--- src/rtl/mgmt_pkg.sv ---
package mgmt_pkg;

  localparam int FRAME_W = 16;
  localparam int HIST_W  = 2 * FRAME_W;
  localparam int CNT_W   = $clog2(HIST_W + 1);
  localparam int RADDR_W = 5;
  localparam int PADDR_W = 5;
  localparam int REG_CNT = 1 << RADDR_W;

  typedef enum logic [1:0] {
    XS_IDLE  = 2'd0,
    XS_READ  = 2'd1,
    XS_WRITE = 2'd2
  } xact_e;

  typedef struct packed {
    logic [1:0]         st;
    logic [1:0]         op;
    logic [PADDR_W-1:0] phy;
    logic [RADDR_W-1:0] rad;
    logic [1:0]         ta;
  } hdr_t;

  function automatic hdr_t split_hdr(input logic [FRAME_W-1:0] w);
    return hdr_t'(w);
  endfunction

  function automatic xact_e classify(input hdr_t h);
    if (h.st == 2'b01 && h.op == 2'b01 && h.ta == 2'b10) return XS_WRITE;
    if (h.st == 2'b01 && h.op == 2'b10 && !h.ta[0])      return XS_READ;
    return XS_IDLE;
  endfunction

  function automatic logic [CNT_W-1:0] step_down(input logic [CNT_W-1:0] c);
    return (c == '0) ? '0 : c - 1'b1;
  endfunction

endpackage

--- src/rtl/mgmt_edge_detect.sv ---
module mgmt_edge_detect (
  input  logic clk,
  input  logic rst_n,
  input  logic lvl_i,
  output logic rise_o
);
  logic prev_q;

  always_ff @(posedge clk) begin
    if (!rst_n) prev_q <= 1'b0;
    else        prev_q <= lvl_i;
  end

  assign rise_o = rst_n && lvl_i && !prev_q;
endmodule

--- src/rtl/mgmt_regfile.sv ---
module mgmt_regfile #(
  parameter int          AW      = 5,
  parameter int          DW      = 16,
  parameter int          FIXA    = 2,
  parameter logic [15:0] FIXA_V  = 16'h0022,
  parameter int          FIXB    = 3,
  parameter logic [15:0] FIXB_V  = 16'h161A
) (
  input  logic          clk,
  input  logic          rst_n,
  input  logic          wr_en_i,
  input  logic [AW-1:0] wr_addr_i,
  input  logic [DW-1:0] wr_data_i,
  input  logic [AW-1:0] rd_addr_i,
  output logic [DW-1:0] rd_data_o
);
  localparam int DEPTH = 1 << AW;

  logic [DEPTH*DW-1:0] flat;

  for (genvar i = 0; i < DEPTH; i++) begin : g_ent
    if (i == FIXA || i == FIXB) begin : g_fixed
      // identifier entries: constant, writes never reach them
      localparam logic [DW-1:0] KVAL = (i == FIXA) ? DW'(FIXA_V) : DW'(FIXB_V);
      assign flat[i*DW +: DW] = KVAL;
    end else begin : g_rw
      logic [DW-1:0] ent_q;
      always_ff @(posedge clk) begin
        if (!rst_n)
          ent_q <= '0;
        else if (wr_en_i && wr_addr_i == AW'(i))
          ent_q <= wr_data_i;
      end
      assign flat[i*DW +: DW] = ent_q;
    end
  end

  assign rd_data_o = flat[rd_addr_i*DW +: DW];
endmodule

--- src/rtl/mgmt_frame_engine.sv ---
module mgmt_frame_engine
  import mgmt_pkg::*;
(
  input  logic               clk,
  input  logic               rst_n,
  input  logic               rise_i,
  input  logic               bit_i,
  input  logic [FRAME_W-1:0] rd_data_i,
  output logic [RADDR_W-1:0] rd_addr_o,
  output logic               wr_en_o,
  output logic [RADDR_W-1:0] wr_addr_o,
  output logic [FRAME_W-1:0] wr_data_o,
  output logic               din_o,
  output logic               sync_hit_o,
  output logic               hdr_strobe_o,
  output logic [CNT_W-1:0]   cnt_o,
  output xact_e              state_o
);
  localparam logic [CNT_W-1:0] CNT_FULL = CNT_W'(HIST_W);
  localparam logic [CNT_W-1:0] CNT_HDR  = CNT_W'(FRAME_W);

  logic [HIST_W-1:0]  hist_q, hist_n;
  logic [CNT_W-1:0]   cnt_q, cnt_eff;
  xact_e              state_q, state_mid;
  logic [RADDR_W-1:0] rad_q;
  logic [FRAME_W-1:0] shreg_q;
  logic               din_q;
  hdr_t               hdr;
  xact_e              kind;
  logic               shift_evt, end_evt;

  assign hist_n     = {hist_q[HIST_W-2:0], bit_i};
  assign sync_hit_o = rise_i && (hist_n == '1);
  assign cnt_eff    = sync_hit_o ? CNT_FULL : cnt_q;
  assign hdr        = split_hdr(hist_n[FRAME_W-1:0]);
  assign kind       = classify(hdr);

  assign hdr_strobe_o = rise_i && (cnt_eff == CNT_HDR);
  assign state_mid    = hdr_strobe_o ? kind : state_q;
  assign shift_evt    = rise_i && (cnt_eff < CNT_HDR) && (state_mid == XS_READ);
  assign end_evt      = rise_i && (cnt_eff == '0) && (state_mid != XS_IDLE);

  always_ff @(posedge clk) begin
    if (!rst_n) begin
      hist_q  <= '0;
      cnt_q   <= '0;
      state_q <= XS_IDLE;
      rad_q   <= '0;
      shreg_q <= '0;
      din_q   <= 1'b0;
    end else if (rise_i) begin
      hist_q <= hist_n;
      cnt_q  <= step_down(cnt_eff);
      if (hdr_strobe_o && kind != XS_IDLE) rad_q <= hdr.rad;
      if (hdr_strobe_o && kind == XS_READ) shreg_q <= rd_data_i;
      if (shift_evt) begin
        din_q   <= shreg_q[FRAME_W-1];
        shreg_q <= {shreg_q[FRAME_W-2:0], 1'b0};
      end
      state_q <= end_evt ? XS_IDLE : state_mid;
    end
  end

  assign rd_addr_o = hdr.rad;
  assign wr_en_o   = end_evt && (state_mid == XS_WRITE);
  assign wr_addr_o = rad_q;
  assign wr_data_o = hist_n[FRAME_W-1:0];
  assign din_o     = din_q;
  assign cnt_o     = cnt_q;
  assign state_o   = state_q;
endmodule

--- src/rtl/mgmt_phy_slave.sv ---
module mgmt_phy_slave
  import mgmt_pkg::*;
#(
  parameter int          ID_HI_IDX = 2,
  parameter logic [15:0] ID_HI_VAL = 16'h0022,
  parameter int          ID_LO_IDX = 3,
  parameter logic [15:0] ID_LO_VAL = 16'h161A
) (
  input  logic clk,
  input  logic rst_n,
  input  logic mdc_lvl_i,
  input  logic host_dout_i,
  input  logic host_oe_i,
  output logic host_din_o
);
  logic               rise_evt;
  logic               rx_bit;
  logic [RADDR_W-1:0] rd_addr, wr_addr;
  logic [FRAME_W-1:0] rd_data, wr_data;
  logic               wr_commit;
  logic               sync_hit, hdr_strobe;
  logic [CNT_W-1:0]   frame_cnt;
  xact_e              xstate;

  assign rx_bit = host_dout_i & host_oe_i;

  mgmt_edge_detect u_edge (
    .clk    (clk),
    .rst_n  (rst_n),
    .lvl_i  (mdc_lvl_i),
    .rise_o (rise_evt)
  );

  mgmt_frame_engine u_eng (
    .clk          (clk),
    .rst_n        (rst_n),
    .rise_i       (rise_evt),
    .bit_i        (rx_bit),
    .rd_data_i    (rd_data),
    .rd_addr_o    (rd_addr),
    .wr_en_o      (wr_commit),
    .wr_addr_o    (wr_addr),
    .wr_data_o    (wr_data),
    .din_o        (host_din_o),
    .sync_hit_o   (sync_hit),
    .hdr_strobe_o (hdr_strobe),
    .cnt_o        (frame_cnt),
    .state_o      (xstate)
  );

  mgmt_regfile #(
    .AW     (RADDR_W),
    .DW     (FRAME_W),
    .FIXA   (ID_HI_IDX),
    .FIXA_V (ID_HI_VAL),
    .FIXB   (ID_LO_IDX),
    .FIXB_V (ID_LO_VAL)
  ) u_regs (
    .clk       (clk),
    .rst_n     (rst_n),
    .wr_en_i   (wr_commit),
    .wr_addr_i (wr_addr),
    .wr_data_i (wr_data),
    .rd_addr_i (rd_addr),
    .rd_data_o (rd_data)
  );
endmodule

--- config.mk ---
export PLATFORM = sky130hd
export DESIGN_NAME = mgmt_phy_slave
export DESIGN_NICKNAME = d
export VERILOG_FILES = /design/src/rtl/mgmt_pkg.sv /design/src/rtl/mgmt_edge_detect.sv /design/src/rtl/mgmt_regfile.sv /design/src/rtl/mgmt_frame_engine.sv /design/src/rtl/mgmt_phy_slave.sv
export SDC_FILE = /design/constraint.sdc
export NUM_CORES = 1
export LEC_CHECK = 0
export ABC_AREA = 1
export BUFFER_PORTS_ARGS = -buffer_cell sky130_fd_sc_hd__buf_2
export CORE_MARGIN = 2
export CORE_UTILIZATION = 50
export CTS_CLUSTER_SIZE = 8
export DETAILED_ROUTE_END_ITERATION = 16
export PLACE_DENSITY = 0.65
export SLEW_MARGIN = 20
export SYNTH_ARGS = -nofsm -noshare
export SYNTH_HDL_FRONTEND = slang
export SYNTH_HIERARCHICAL = 1
export SYNTH_SLANG_ARGS = --single-unit
--- constraint.sdc ---
create_clock -name clk -period 3.7 [get_ports clk]
set_input_delay 0.185 -clock clk [delete_from_list [all_inputs] [get_ports clk]]
set_output_delay 0.185 -clock clk [all_outputs]
set_load 0.005 [all_outputs]
---- Yosys cells after proc, flatten, opt, wreduce, memory -nomap -nowiden ----
Cells that the tools add are included.
storage, ports and cells
  register bits ........................... 542
  bits of input ports ..................... 5
  output and inout bits ................... 1
  word-level logic and storage cells ...... 147
cells by class
  add/subtract/negate cells ............... 1
  $lt $le $gt $ge ......................... 1
  eq/ne operators ......................... 38
  shifts and indexed selects .............. 1
  multiplexer cells ....................... 13
  bitwise operators ....................... 1
  reductions and logical operators ........ 55
operators with widths
  kind                                                                   number
  512-bit by 10-bit indexed part select with 16-bit output               1
  5-bit == test (second input constant)                                  16
  1-bit logical AND                                                      45
  5-bit by 4-bit == test with 1-bit output (second input constant)       8
  32-bit == test (second input constant)                                 1
  16-bit two-way mux                                                     2
  5-bit by 3-bit == test with 1-bit output (second input constant)       4
  2-bit two-way mux                                                      6
  6-bit two-way mux                                                      2
  2-bit by 1-bit == test with 1-bit output (second input constant)       4
  2-bit == test (second input constant)                                  3
  6-bit by 5-bit == test with 1-bit output (second input constant)       1
  6-bit logical NOT                                                      1
  6-bit by 5-bit < comparator with 1-bit output (second input constant)  1
  2-bit AND reduction                                                    3
  2-bit nonzero test                                                     3
  6-bit by 1-bit subtractor with 6-bit output (second input constant)    1
  5-bit by 1-bit == test with 1-bit output (second input constant)       1
  5-bit logical NOT                                                      1
  1-bit two-way mux                                                      3
  1-bit logical NOT                                                      2
  1-bit bitwise AND                                                      1

---- Longest topological paths before layout ----
Gate-level depths: netlist of run 1.
  depth after elaboration ................. 12
  gate-level depth with buffers ........... 22
  mapped depth without buffers ............ 21

---- Hierarchy ----
Netlist of run 1, hierarchy kept.
by module, submodules not included
  module             instances  cells each  area each (um2)  sequential area each (um2)
  mgmt_regfile       1          3,395       22,083.7         9,609.2
  mgmt_frame_engine  1          398         3,046.7          1,221.2
  mgmt_edge_detect   1          4           33.8             20.0
  mgmt_phy_slave     1          2           7.5              0.0

---- Least setup slack after synthesis of run 1 ----
No wires, ideal clock.
  kind .................................... register to register
  start ................................... reg u_eng.hist_q[2]
  end ..................................... reg u_regs.g_ent[17].g_rw.ent_q[11]
  library setup time ...................... 0.128 ns
  arrival ................................. 2.906 ns
  required time ........................... 3.572 ns
  slack ................................... 0.666 ns
  cell stages (with the launch flop) ...... 21
  buffers on the path ..................... 2
  period minus slack after synthesis ...... 3.034 ns
  cell sequence ........................... dfxtp_1 > nand2_1 > nor2_2 > nand2_1 > nor2_2 > nand3_4 > nand2_1 > ha_1 > nand2_4 > nor2_8 > nand2_4 > nand2_4 > inv_4 > nor4_1 > nand2_1 > inv_1 > buf_2 > nand2_1 > clkbuf_1 > o21ai_0 > a21oi_1
between the ends
  word-level cells in the longest chain between the ends .. 10
  elaborated cells between the ends (all ways) .. 13
  those cells by class .................... eq/ne (3); mux (2); reduce/logical (8)
RTL lines
  what                                          line                     text
  from (decl)                                   mgmt_frame_engine.sv:22  logic [HIST_W-1:0] hist_q, hist_n;
  from (signal assigned)                        mgmt_frame_engine.sv:52  hist_q <= hist_n;
  32-bit == test (*)                            mgmt_frame_engine.sv:33  assign sync_hit_o = rise_i && (hist_n == '1);
  1-bit logical AND (*)                         mgmt_frame_engine.sv:33
  6-bit two-way mux (*)                         mgmt_frame_engine.sv:34  assign cnt_eff = sync_hit_o ? CNT_FULL : cnt_q;
  6-bit by 5-bit == test with 1-bit output (*)  mgmt_frame_engine.sv:38  assign hdr_strobe_o = rise_i && (cnt_eff == CNT_HDR);
  1-bit logical AND (*)                         mgmt_frame_engine.sv:38
  named net hdr_strobe                          mgmt_phy_slave.sv:21     logic sync_hit, hdr_strobe;
  2-bit two-way mux (*)                         mgmt_frame_engine.sv:39  assign state_mid = hdr_strobe_o ? kind : state_q;
  2-bit nonzero test                            mgmt_frame_engine.sv:41  assign end_evt = rise_i && (cnt_eff == '0) && (state_mid != XS_IDLE);
  1-bit logical AND                             mgmt_frame_engine.sv:41
  1-bit logical AND (*)                         mgmt_frame_engine.sv:65  assign wr_en_o = end_evt && (state_mid == XS_WRITE);
  named net wr_commit                           mgmt_phy_slave.sv:20     logic wr_commit;
  1-bit logical AND (*)                         mgmt_regfile.sv:31       else if (wr_en_i && wr_addr_i == AW'(i))
  to (signal assigned)                          mgmt_regfile.sv:32       ent_q <= wr_data_i;
  to (decl)                                     mgmt_regfile.sv:27       logic [DW-1:0] ent_q;
Mark *: on every way through the listed nets, which the timed path passes. The rest lies on a longest branch.
A chain may end at the register's enable or synchronous reset.

---- Worst setup path after layout of run 1 ----
  start ................................... in rst_n
  end ..................................... reg u_regs.g_ent[27].g_rw.ent_q[11]
between the ends
  word-level cells in the longest chain between the ends .. 11
  elaborated cells between the ends (all ways) .. 14
  those cells by class .................... eq/ne (2); mux (2); reduce/logical (10)
RTL lines
  what                                      line                     text
  from (decl)                               mgmt_phy_slave.sv:10     input logic rst_n,
  1-bit logical AND (*) (2 in a row)        mgmt_edge_detect.sv:14   assign rise_o = rst_n && lvl_i && !prev_q;
  named net rise_evt                        mgmt_phy_slave.sv:16     logic rise_evt;
  1-bit logical AND                         mgmt_frame_engine.sv:33
  6-bit two-way mux                         mgmt_frame_engine.sv:34
  6-bit by 5-bit == test with 1-bit output  mgmt_frame_engine.sv:38
  1-bit logical AND (*)                     mgmt_frame_engine.sv:38
  named net hdr_strobe                      mgmt_phy_slave.sv:21
  2-bit two-way mux (*)                     mgmt_frame_engine.sv:39
  2-bit nonzero test                        mgmt_frame_engine.sv:41
  1-bit logical AND                         mgmt_frame_engine.sv:41
  1-bit logical AND (*)                     mgmt_frame_engine.sv:65
  named net wr_commit                       mgmt_phy_slave.sv:20
  1-bit logical AND (*)                     mgmt_regfile.sv:31
  to (signal assigned)                      mgmt_regfile.sv:32
  to (decl)                                 mgmt_regfile.sv:27
Marks and branches as above.

==> key figures, run 1 <==
Status
  – Status: completed

Logic synthesis
  – Cells after synthesis: 3795
  – Synth Net Count: 3802
  – Mean Syn Cell Area: about 6.6 sq um
  – Syn. warnings: 6
  – Cell area after synthesis: about 25000 sq um

Setup path
  – R2R Setup Slk: 430 ps
  – CP cell instances: dlygate4sd3_1, buf_8, nand2_1, nor2_2, nand2_1, inv_1, nand2_1, nor2_2, nand3_4, nand2_1, ha_2, nand2_4, nor2_8, o21ai_2, nor4_2, nand2_1, nor2_1, buf_4, nand2_1, buf_4, inv_1, buf_4, nor2_1, nor2_1
  – Startpoint types: primary input
  – Register-to-Register Path Depth: 21
  – CP max-delay cell: dlygate4sd3_1
  – CP max stage delay: 570 ps
  – WP data required: 4230 ps
  – Most Frequent Cell on Critical Path: nand2_1
  – Crit path max fanout: 17
  – Reg2Reg Launch Point: u_edge/prev_q
  – Worst Setup End Kind: flip-flop
  – Crit Path Category: in -> reg
  – CP Data Arrival Time: 3810 ps
  – RR Endpoint: u_regs/g_ent[27].g_rw.ent_q[11]

Clock network
  – Skew-Pair Late Insertion Delay: 610 ps
  – Root buf cell: clkbuf_16
  – TritonCTS clock tree: done
  – Clock transition at the registers of the reported paths: around 50 ps
  – Cts bufs inserted: 77
  – H-tree Lvls: 3
  – Clk buf depth: 3
  – CTS Sinks: approximately 540

Placed design
  – PortBufs: 5
  – Hpwl dp: 44.4 mm
  – Placed insts: about 4200
  – Routability cong.: 0.924

Route
  – Total Wirelength: about 76 mm
  – First drt pass iteration count: 5
  – Initial DRC Count: 2434
  – Antenna Nets Post-Route: 0
  – Routed wire per std cell: 17.5 microns
  – Residual DRC count: 0
  – Via count: 23416
  – Via density: roughly 5.4

Global routing
  – Gr ovfl total: 0
  – Global-route wire length before repair: 120 mm
  – Tot GR Track Use: 28.7%
  – Vias in the first global route: 21003
  – Initial antenna violation count: 1
  – Largest net degree at the start of global routing: 257

Worst hold path
  – Hold path depth: 6
  – Worst Hold Path EP: u_regs/g_ent[18].g_rw.ent_q[0]
  – Worst min path class: in -> reg
  – Hold path start: host_oe_i

Power
  – Switching share of total power: 24.9%
  – Clock Power Share: a little under half
  – Pint: 0.00994 W
  – Maximum vdd drop: roughly 320 uV
  – Switching power: approximately 0.0033 W
  – Register share of total power: 44.5%
  – Comb power frac: 8.0%
  – Leakage: 10.9 nW
  – Pwr/cell area: 479 nW/um^2

Timing
  – Hold Fails Final Rpt: 0
  – Rel. slew slack: 25.4%
  – Fmax: 304 MHz
  – RSZ-0062 raised after global routing: false
  – Fin crit share: 88.8%
  – Final Critical Period: 3280 ps
  – Final setup violation count: 0
  – Max-slew violation count: 0
  – Worst-margin pin slew: 1120 ps
  – Setup TNS: 0 ps
  – Clk_skew: 26.1 ps

Floorplanning
  – Die H: approximately 230 microns
  – I/O pin cnt: 6
  – Die width: 228 microns
  – Die area: 52100 sq um
  – Site row count: 82
  – Core ar.: 49900 sq um
  – Initial core utilization: between 50 and 60%

Layout
  – Area of the multi-input gates: 11500 sq um
  – N_diodes: 0
  – Final non-filler cell total: 4337
  – Layout cell share with drive strength beyond 1: under 10%
  – Final #Nets: roughly 3700
  – Seq. cell area: roughly 11000 sq um
  – Fillcell total: 5134
  – Layout area overhead: 9.79%

Job
  – Max Cap Viol: 0
through the flow:
stage	power, W	hold WS (ps)	setup slack [ps]	util, %	cell area (sq um)
6_report	0.0132	223	416	55.4	27600
4_1_cts	0.0133	195	251	55.3	27600
2_1_floorplan	0.00671	312	692	-	25200
3_3_place_gp	0.00704	415	333	51.2	25500
5_1_grt	0.0137	251	33.8	55.4	27600
3_5_place_dp	0.00705	413	263	51.2	25500
timing repair:
item | 4_1_cts | 5_1_grt
endpoints found under the setup margin | 0 | 220
gates resized for setup | 0 | 4
hold buffers | 3 | 0
hold endpoints to repair | 2 | 0
buffers inserted | 0 | 0
state kept, by name, summed over array words and instances (netlist names):
register and flops:
u_regs/g_ent.g_rw.ent_q 480, u_eng/wr_addr_o 5, u_eng/hist_q 31, u_eng/din_o 1, u_edge/prev_q 1, u_eng/state_o 2, u_eng/cnt_o 6, u_eng/shreg_q 16
worst max-delay path by stage:
stage,start,endpoint,slack [ps],depth (start not counted)
6_report,rst_n,u_regs/g_ent[27].g_rw.ent_q[11],420,24
5_1_grt,rst_n,u_regs/g_ent[27].g_rw.ent_q[12],30,26
4_1_cts,u_eng/hist_q[22],u_regs/g_ent[30].g_rw.ent_q[2],250,20
3_5_place_dp,rst_n,u_regs/g_ent[30].g_rw.ent_q[12],260,23
3_3_place_gp,rst_n,u_regs/g_ent[31].g_rw.ent_q[7],330,23
2_1_floorplan,u_eng/hist_q[2],u_regs/g_ent[17].g_rw.ent_q[11],690,20
critical path, delay by kind of cell:
family                     cells  cell delay [ps]
and+or+nand+nor               15             1860
buffers and inverters          7             1380
adders and majority gates      1              250
AOI/OAI and AO/OA              1              110
layout by cell type (no fill, tap or decap), drive strengths merged:
master / n
a211oi: 1
a21oi: 401
a2bb2oi: 1
buf: 104
clkbuf: 85
clkinv: 2
clkinvlp: 1
dfxtp: 542
dlygate4sd3: 3
ha: 2
inv: 366
nand2: 786
nand3: 325
nand4: 4
nor2: 507
nor3: 2
nor4: 2
o21ai: 523
o31ai: 1
or2: 3
xnor2: 2
xor2: 2
layout make-up:
class | count | share of cell area, %
Clock buffer | 85 | 7.32
Clock inverter | 4 | 0.154
Inverter | 365 | 5.01
Multi-Input combinational cell | 2562 | 41.7
Sequential cell | 542 | 39.3
Tap cell | 672 | 3.04
Timing Repair Buffer | 107 | 3.43
layer usage:
layer | GRT usage [%] | vias to the layer above | part of all wire (%)
li1 | - | 11765 | -
met1 | 40.6 | 10789 | 46
met2 | 42.5 | 719 | 43
met3 | 5.53 | 143 | 7.5
met4 | 12.3 | 0 | 3.7
met5 | 0 | - | 0
power groups by stage:
| stage | clock (W) | combinational, W | sequential (W) |
|---|---|---|---|
| finish | 0.00628 | 0.00107 | 0.00589 |
| global route | 0.00663 | 0.00116 | 0.00589 |
| CTS | 0.00639 | 0.00105 | 0.00589 |
| detailed placement | 0 | 0.00104 | 0.00601 |
| global placement | 0 | 0.00104 | 0.00600 |
| floorplan | 0 | 0.000704 | 0.00601 |
Power figures use the tool's default switching activity.
==> run 2: changes to the inputs <==
==> constraint.sdc (replaced) <==
create_clock -name clk -period 3.7 [get_ports clk]
set_input_delay 0.74 -clock clk [delete_from_list [all_inputs] [get_ports clk]]
set_output_delay 0.74 -clock clk [all_outputs]
set_load 0.005 [all_outputs]
==> run 2 against run 1 <==
Net effect: clock-buffer cell count down 3; utilization rose by 0.67 points; critical path depth decreased by 3; via count up 0.36%; routed wire length is 0.13% lower; largest cell class unchanged; maximum frequency is 0.57% higher; non-clock buffer count increased by 12; critical endpoint is now u_regs/g_ent[15].g_rw.ent_q[1].
==> key figures, run 2 (same netlist as run 1, synthesis figures left out) <==
Status
  – Status: completed (unchanged)

Setup path
  – CP max stage delay: 410 ps (was 570 ps)
  – Crit Path Category: reg -> reg (was in -> reg)
  – Worst Setup End Kind: flip-flop (unchanged)
  – CP cell instances: nand2_1, nor2_2, nand2_1, nor2_2, nand3_4, nand2_1, ha_1, nand2_4, nor2_8, nand2_4, nand2_4, inv_4, nor4_1, buf_4, inv_1, nor2_2, buf_12, nand2_1, buf_4, o21ai_0, nor2_1 (was dlygate4sd3_1, buf_8, nand2_1, nor2_2, nand2_1, inv_1, nand2_1, nor2_2, nand3_4, nand2_1, ha_2, nand2_4, nor2_8, o21ai_2, nor4_2, nand2_1, nor2_1, buf_4, nand2_1, buf_4, inv_1, buf_4, nor2_1, nor2_1)
  – R2R Setup Slk: 430 ps (about the same)
  – Most Frequent Cell on Critical Path: nand2_1 (unchanged)
  – Startpoint types: flip-flop (was primary input)
  – RR Endpoint: u_regs/g_ent[15].g_rw.ent_q[1] (was u_regs/g_ent[27].g_rw.ent_q[11])
  – Reg2Reg Launch Point: u_eng/hist_q[1] (was u_edge/prev_q)
  – CP max-delay cell: dfxtp_4 (was dlygate4sd3_1)
  – CP Data Arrival Time: 3770 ps (was 3810 ps)
  – WP data required: 4210 ps (was 4230 ps)
  – Register-to-Register Path Depth: 21 (unchanged)
  – Crit path max fanout: 16 (was 17)

Worst hold path
  – Hold path start: mdc_lvl_i (was host_oe_i)
  – Hold path depth: 3 (was 6)
  – Worst Hold Path EP: u_edge/prev_q (was u_regs/g_ent[18].g_rw.ent_q[0])
  – Worst min path class: in -> reg (unchanged)

Placed design
  – PortBufs: 5 (unchanged)
  – Hpwl dp: 45.1 mm (was 44.4 mm)
  – Routability cong.: 0.945 (was 0.924)
  – Placed insts: 4260 (was 4245)

Timing
  – Final setup violation count: 0 (unchanged)
  – Fin crit share: 88.3% (was 88.8%)
  – Final Critical Period: 3270 ps (was 3280 ps)
  – Worst-margin pin slew: 1200 ps (was 1120 ps)
  – Fmax: 306 MHz (was 304 MHz)
  – Rel. slew slack: 19.8% (was 25.4%)
  – RSZ-0062 raised after global routing: false (unchanged)
  – Setup TNS: 0 ps (unchanged)
  – Max-slew violation count: 0 (unchanged)
  – Hold Fails Final Rpt: 0 (unchanged)
  – Clk_skew: 22.5 ps (was 26.1 ps)

Clock network
  – TritonCTS clock tree: done (unchanged)
  – Cts bufs inserted: 77 (unchanged)
  – CTS Sinks: 542 (unchanged)
  – Skew-Pair Late Insertion Delay: 620 ps (was 610 ps)
  – Clock transition at the registers of the reported paths: 50 ps (about the same)
  – CTS hold repair buffers: 0 (was 3)
  – Root buf cell: clkbuf_16 (unchanged)
  – Cts repair resizes: 0 (unchanged)
  – # Post-CTS Setup Buffers: 0 (unchanged)
  – H-tree Lvls: 3 (unchanged)
  – Clk buf depth: 3 (unchanged)

Layout
  – Seq. cell area: 10900 sq um (unchanged)
  – Area of the multi-input gates: 11500 sq um (about the same)
  – Layout cell share with drive strength beyond 1: 7.40% (was 7.09%)
  – Layout area overhead: 11.1% (was 9.79%)
  – Register bank with the most flops: u_regs/g_ent.g_rw.ent_q (unchanged)
  – Commonest non-fill, non-tap cell in the layout: nand2_1 (unchanged)
  – Top Registers: u_regs/g_ent.g_rw.ent_q (480), u_eng/hist_q (31), u_eng/shreg_q (16) (unchanged)
  – N_diodes: 0 (unchanged)
  – Final non-filler cell total: 4349 (was 4337)
  – Final #Nets: 3674 (was 3662)
  – Fillcell total: 4956 (was 5134)
  – Max FFs per register: 480 (unchanged)
  – Commonest non-fill, non-tap cells in the layout: nand2_1, dfxtp_1, o21ai_0, nor2_1, a21oi_1 (unchanged)

Floorplanning
  – I/O pin cnt: 6 (unchanged)
  – Core ar.: 49900 sq um (unchanged)
  – Site row count: 82 (unchanged)
  – Die width: 228 microns (unchanged)
  – Die area: 52100 sq um (unchanged)
  – Initial core utilization: 50.4% (unchanged)
  – Die H: 228 microns (unchanged)

Global routing
  – Initial antenna violation count: 1 (unchanged)
  – Gr ovfl total: 0 (unchanged)
  – Global-route wire length before repair: 120 mm (unchanged)
  – Vias in the first global route: 20974 (was 21003)
  – Tot GR Track Use: 28.7% (about the same)
  – Largest net degree at the start of global routing: 258 (was 257)

Route
  – Via count: 23501 (was 23416)
  – First drt pass iteration count: 6 (was 5)
  – Via density: 5.40 (about the same)
  – Total Wirelength: 75.9 mm (was 76.0 mm)
  – Antenna Nets Post-Route: 0 (unchanged)
  – Residual DRC count: 0 (unchanged)
  – Routed wire per std cell: 17.5 microns (about the same)
  – Initial DRC Count: 2159 (was 2434)

Power
  – Maximum vdd drop: 312 uV (was 321 uV)
  – Leakage: 11.1 nW (was 10.9 nW)
  – Pwr/cell area: 472 nW/um^2 (was 479 nW/um^2)

Job
  – Max Cap Viol: 0 (unchanged)
## run 2: cell count changes in the layout (fill, tap and decap cells not counted), sizes merged
cell,delta
clkbuf,-3
clkinv,+2
dlygate4sd3,-3
inv,+2
clkinvlp,-1
buf,+15
## run 2: cell type report
class	instances	area share, %
Clock buffer	82	6.96
Inverter	365	4.93
Timing Repair Buffer	119	4.67
Clock inverter	7	0.376
Tap cell	672	3.01
Multi-Input combinational cell	2562	41.2
Sequential cell	542	38.9
## run 2: how the worst max path moves through the flow
stage	startpoint	to	cells past startpoint
floorplan	rst_n	u_regs/g_ent[17].g_rw.ent_q[11]	22
global placement	rst_n	u_regs/g_ent[15].g_rw.ent_q[5]	24
detailed placement	rst_n	u_regs/g_ent[15].g_rw.ent_q[1]	24
CTS	u_eng/hist_q[1]	u_regs/g_ent[0].g_rw.ent_q[4]	21
global route	u_eng/hist_q[1]	u_regs/g_ent[31].g_rw.ent_q[12]	21
finish	u_eng/hist_q[1]	u_regs/g_ent[15].g_rw.ent_q[1]	21
## run 2: metrics by stage
step	setup slack (ps)	utilization [%]	total power [W]	hold slack (ps)	area, sq um
finish	435	56.0	0.0132	343	27900
global route	208	56.0	0.0136	351	27900
CTS	468	56.0	0.0133	315	27900
detailed placement	-39.0	51.9	0.00706	437	25900
global placement	65.0	51.9	0.00706	434	25900
floorplan	212	-	0.00671	424	25200
## run 2: where the power goes
part / switching [W] / leakage, nW / internal (W)
Combinational: 0.000804 / 5.72 / 0.000264
Clock: 0.00252 / 1.00 / 0.00370
Sequential: 0.0000195 / 4.37 / 0.00587
## run 2: metal layers
layer  vias to the layer above  track usage, %  wire (microns)
li1                      11795               -               -
met1                     10827            40.8           35200
met2                       734            43.8           33100
met3                       145            4.43            4950
met4                         0            11.0            2720
met5                         -               0               0
## run 2: worst max-delay path, delay by kind of cell (launching register included)
kind	cells	cell delay (ps)
AO/OA/AOI/OAI	1	170
buffers and inverters	5	710
flip-flops	1	410
adder cells (fa/ha/maj)	1	240
AND/OR/NAND/NOR	14	1620
